$ cat config.mk
export PLATFORM = sky130hd
export DESIGN_NAME = sync_bus_slave
export DESIGN_NICKNAME = d
export VERILOG_FILES = /design/src/rtl/sbs_pkg.sv /design/src/rtl/sbs_decode.sv /design/src/rtl/sbs_ram.sv /design/src/rtl/sbs_ports.sv /design/src/rtl/sync_bus_slave.sv
export SDC_FILE = /design/constraint.sdc
export NUM_CORES = 2
export LEC_CHECK = 0
export CAP_MARGIN = 20
export CELL_PAD_IN_SITES_DETAIL_PLACEMENT = 2
export CELL_PAD_IN_SITES_GLOBAL_PLACEMENT = 2
export CORE_AREA = 5 5 455 457
export DETAILED_ROUTE_END_ITERATION = 8
export DIE_AREA = 0 0 460 462
export DONT_BUFFER_PORTS = 1
export GPL_ROUTABILITY_DRIVEN = 1
export PLACE_DENSITY = 0.63
export SLEW_MARGIN = 20
export SYNTH_ARGS = -nofsm -noshare
export SYNTH_HDL_FRONTEND = slang
export SYNTH_HIERARCHICAL = 1
export SYNTH_SLANG_ARGS = --single-unit
$ cat constraint.sdc
create_clock -name clk -period 8.8 [get_ports clk]
set_input_delay 1.76 -clock clk [delete_from_list [all_inputs] [get_ports clk]]
set_output_delay 1.76 -clock clk [all_outputs]
set_load 0.01 [all_outputs]
$ cat src/rtl/sbs_pkg.sv
package sbs_pkg;

    localparam int unsigned BUS_AW = 16;
    localparam int unsigned BUS_DW = 8;

    typedef enum logic [1:0] {
        SEL_NONE = 2'd0,
        SEL_MEM  = 2'd1,
        SEL_IO   = 2'd2
    } rsel_e;

    typedef struct packed {
        logic mem_we;
        logic mem_re;
        logic io_we;
        logic io_re;
        logic io_hit;
    } strobe_t;

    function automatic logic io_port_hit(input logic [BUS_AW-1:0] a,
                                         input int unsigned n_ports);
        return (a[BUS_AW-1:8] == '0) && (32'(a[7:0]) < n_ports);
    endfunction

endpackage

$ cat src/rtl/sbs_decode.sv
module sbs_decode
    import sbs_pkg::*;
#(
    parameter int unsigned NUM_PORTS = 4
) (
    input  logic              valid,
    input  logic              io,
    input  logic              rd,
    input  logic              wr,
    input  logic [BUS_AW-1:0] addr,
    output strobe_t           stb
);
    always_comb begin
        stb.mem_we = valid & wr & ~io;
        stb.mem_re = valid & rd & ~io;
        stb.io_we  = valid & wr & io;
        stb.io_re  = valid & rd & io;
        stb.io_hit = io_port_hit(addr, NUM_PORTS);
    end
endmodule

$ cat src/rtl/sbs_ram.sv
module sbs_ram
    import sbs_pkg::*;
#(
    parameter int unsigned MEM_AW = 8
) (
    input  logic              clk,
    input  logic              we,
    input  logic              re,
    input  logic [MEM_AW-1:0] idx,
    input  logic [BUS_DW-1:0] wdata,
    output logic [BUS_DW-1:0] q
);
    localparam int unsigned DEPTH = 1 << MEM_AW;

    logic [BUS_DW-1:0] mem [DEPTH];

    always_ff @(posedge clk) begin
        if (we) begin
            mem[idx] <= wdata;
        end
        if (re) begin
            q <= mem[idx];
        end
    end
endmodule

$ cat src/rtl/sbs_ports.sv
module sbs_ports
    import sbs_pkg::*;
#(
    parameter int unsigned NUM_PORTS = 4
) (
    input  logic                        clk,
    input  logic                        rst,
    input  logic                        we,
    input  logic                        re,
    input  logic                        hit,
    input  logic [$clog2(NUM_PORTS)-1:0] idx,
    input  logic [BUS_DW-1:0]           wdata,
    output logic [BUS_DW-1:0]           q,
    output logic [BUS_DW*NUM_PORTS-1:0] port_q
);
    localparam logic [BUS_DW-1:0] UNMAPPED = '1;

    logic [BUS_DW-1:0] regs [NUM_PORTS];

    always_ff @(posedge clk) begin
        if (rst) begin
            for (int i = 0; i < int'(NUM_PORTS); i++) begin
                regs[i] <= '0;
            end
            q <= '0;
        end else begin
            if (we && hit) begin
                regs[idx] <= wdata;
            end
            if (re) begin
                q <= hit ? regs[idx] : UNMAPPED;
            end
        end
    end

    for (genvar g = 0; g < int'(NUM_PORTS); g++) begin : g_port
        assign port_q[g*BUS_DW +: BUS_DW] = regs[g];
    end
endmodule

$ cat src/rtl/sync_bus_slave.sv
module sync_bus_slave
    import sbs_pkg::*;
#(
    parameter int unsigned MEM_AW    = 8,
    parameter int unsigned NUM_PORTS = 4
) (
    input  logic                        clk,
    input  logic                        rst,
    input  logic                        bus_valid,
    input  logic                        bus_io,
    input  logic                        bus_rd,
    input  logic                        bus_wr,
    input  logic [15:0]                 bus_addr,
    input  logic [7:0]                  bus_wdata,
    output logic [7:0]                  bus_rdata,
    output logic [8*NUM_PORTS-1:0]      port_q
);
    localparam int unsigned PIW = $clog2(NUM_PORTS);

    strobe_t     stb;
    rsel_e       sel_q;
    logic [7:0]  ram_q;
    logic [7:0]  io_q;

    sbs_decode #(.NUM_PORTS(NUM_PORTS)) u_dec (
        .valid (bus_valid),
        .io    (bus_io),
        .rd    (bus_rd),
        .wr    (bus_wr),
        .addr  (bus_addr),
        .stb   (stb)
    );

    sbs_ram #(.MEM_AW(MEM_AW)) u_ram (
        .clk   (clk),
        .we    (stb.mem_we),
        .re    (stb.mem_re),
        .idx   (bus_addr[MEM_AW-1:0]),
        .wdata (bus_wdata),
        .q     (ram_q)
    );

    sbs_ports #(.NUM_PORTS(NUM_PORTS)) u_ports (
        .clk    (clk),
        .rst    (rst),
        .we     (stb.io_we),
        .re     (stb.io_re),
        .hit    (stb.io_hit),
        .idx    (bus_addr[PIW-1:0]),
        .wdata  (bus_wdata),
        .q      (io_q),
        .port_q (port_q)
    );

    // Remember which space answered the last accepted read.
    always_ff @(posedge clk) begin
        if (rst) begin
            sel_q <= SEL_NONE;
        end else if (stb.mem_re) begin
            sel_q <= SEL_MEM;
        end else if (stb.io_re) begin
            sel_q <= SEL_IO;
        end
    end

    always_comb begin
        case (sel_q)
            SEL_MEM: bus_rdata = ram_q;
            SEL_IO:  bus_rdata = io_q;
            default: bus_rdata = '0;
        endcase
    end
endmodule

==> metrics.cfg <==
[run_status]
status=complete, no violations

[synth]
yosysTopAreaCellShare_pct=77.8
ys_warn_count=6
synthMuxAreaShare_pct=14.3
synth_top_family_by_area=multiplexers
synth-xor-area-share_pct=0
ys.flop_type=edfxtp_1
synth_compound_area_share_pct=3.78
syn_nets=3758
avgSynthCellArea_um2=21.6
netlist_top_cells_area=edfxtp_1, mux4_2, a22oi_1
syn_area_mm2=0.0806
synth_edf_count=2088
ys_types=36
yosysMostFrequentCell=edfxtp_1
synth_area_leader_cell=edfxtp_1
synth_seq_cells=2098
synth-simple-area-share_pct=2.41
synthTopCellsByCount=edfxtp_1, mux4_2, a22oi_1
syn_inst=3726
synthArstFlopShare_pct=0
seq_area_frac_synth_pct=78.0
synth_fa_ha_area_share_pct=0.0310

[timing]
final_max_slew_viol_count=0
fmax_ghz=0.149
hold_violations=0
min_period_ns=6.72
rsz0062_at_grt=no
max-slew-margin-rel_pct=9.94
setup_tns_ns=0
worst_pin_slew_ns=1.33
setup_viol=0
period_share_pct=76.4
setup_slack_ns=2.08
fin_skew_ns=0.0418
whs_ns=0.499

[routing]
drtIter0Drc=3755
antenna_left=0
wirelength_um=231000
drt-wirelength-per-cell_um=34.8
via_per_inst=5.91
drc=0
vias=39300
drtPass1Iterations=5

[critical_path]
critPathLaunch=bus_addr[0]
crit_fanout=137
worstReg2RegStart=u_ram/mem[216][6]
cp-end-kind=flop
required_ns=9.34
arrival_ns=7.26
critical_path.startpoint_type=primary input
crit_type=primary input to flop

[clocking]
cts_made_buffers=216
holdBufCountCts=0
clk_latency_ns=0.85
clk_pin_slew_ns=0.06
root_buffer=clkbuf_16
cts_resized=0
cts_setup_buffers=0
tritoncts=done
cts.htree.levels=4
cts_sinks=2098
cts.path.max_buffers=3

[global_route]
antenna_found_initial=6
first_global_vias=42700
grt.total_usage_pct=21.9
grt_pass1_wl_um=334000
grt_max_degree=555
grt_overflow=0

[die]
die_area_mm2=0.213
die_x_um=460
core_mm2=0.203
die_h_um=462
placementRows=166
ios=70
initial_core_util_pct=39.7

[pwr]
power_density_mw_per_mm2=229
p_leak_nw=27.1
peakVddDrop_uv=151
p_total_mw=20.8

[placed_design]
dp_cells=6234
globalplace.congestion=0.752
dp_hpwl_um=127000
io_buffer_count=0
dp_slack_ns=3.39

[final_layout]
fin_cells=6643
layout.nets=3804
area_growth_syn_to_layout_pct=12.5
drive_above_1_share_pct=23.6
fillerInstances=18200

[worst_hold_path]
min_from=sel_q[0]
hp-class=flop to flop

[job]
max-cap-violations=0

==> final timing paths <==
| kind | end | slack (ns) | cells after the start |
|---|---|---|---|
| setup reg to reg | u_ram/q[6] | 5.70 | 5 |
| setup / recovery | u_ram/q[6] | 2.08 | 9 |
| hold reg to reg | sel_q[0] | 0.50 | 2 |
| hold / removal | sel_q[0] | 0.50 | 2 |
==> routing by layer <==
| layer | GRT usage (%) | vias to the layer above | wire [um] |
|---|---|---|---|
| li1 | - | 15900 | - |
| met1 | 30.1 | 21800 | 96000 |
| met2 | 37.1 | 1347 | 118000 |
| met3 | 3.48 | 249 | 13100 |
| met4 | 4.91 | 4 | 4280 |
| met5 | 0 | - | 31 |
==> kinds of logic (layout without fill, tap and decap cells) <==
group / after synthesis / in the layout
muxes: 512 / 512
AOI/OAI and AO/OA: 442 / 442
DFF: 2098 / 2098
and+or+nand+nor: 428 / 428
adders and majority gates: 2 / 2
buffers and inverters: 244 / 472
other: 0 / 1
==> cell type report <==
cell class / instances / area (um^2) / share of cell area, %
antenna: 1 / 2.50 / 0.00276
clock buffer: 260 / 5610 / 6.19
clock inverter: 140 / 1290 / 1.43
inverter: 4 / 15.0 / 0.0166
multi-input combinational: 1384 / 16800 / 18.5
sequential: 2098 / 62900 / 69.4
tap: 2688 / 3360 / 3.71
timing repair buffer: 68 / 721 / 0.795
==> layout by cell type (no fill, tap or decap), types with 6 or more instances in the layout <==
master / Yosys / routed
clkinvlp_4: 0 / 8
clkbuf_1: 146 / 42
nand3_2: 0 / 7
nor2b_1: 20 / 18
dfxtp_1: 10 / 10
nor3_2: 0 / 13
nand2b_1: 8 / 6
mux4_2: 512 / 512
clkinv_2: 0 / 40
o41ai_1: 32 / 24
a211oi_1: 16 / 16
nand2_1: 31 / 27
nor4_1: 11 / 11
buf_16: 0 / 8
bufinv_16: 0 / 20
inv_6: 0 / 7
a22oi_1: 263 / 263
clkinv_1: 0 / 55
o41ai_2: 0 / 7
clkbuf_16: 0 / 218
nand4_1: 8 / 8
a21oi_1: 129 / 129
edfxtp_1: 2088 / 2088
buf_4: 18 / 56
nor2_1: 253 / 249
nand3_1: 14 / 7
and2_1: 35 / 34
nor3_1: 31 / 16
==> power by group <==
group | internal (mW) | switching, mW
clock network | 5.13 | 3.91
registers | 11.0 | 0.0188
logic | 0.288 | 0.419
total | 16.4 | 4.35
==> critical path, stage by stage <==
cell     delay (ns)
buf_16         0.73
buf_16         0.63
buf_16         0.50
buf_16         0.58
mux4_2         0.59
a22oi_1        0.37
a21oi_1        0.29
o41ai_1        1.12
nand4_1        0.16
==> state kept, by name (all words and copies together) (netlist names) <==
name          flops
sel_q             2
u_ports/q         8
u_ports/regs     32
u_ram/mem      2048
u_ram/q           8
==> stage by stage <==
stage	cell area, um^2	util (%)
final	90700	44.6
after global routing	90700	44.6
after CTS	90500	44.5
after detailed placement	83600	41.1
after global placement	83500	41.1
after floorplan	80600	-
(Power assumes the default switching activity.)
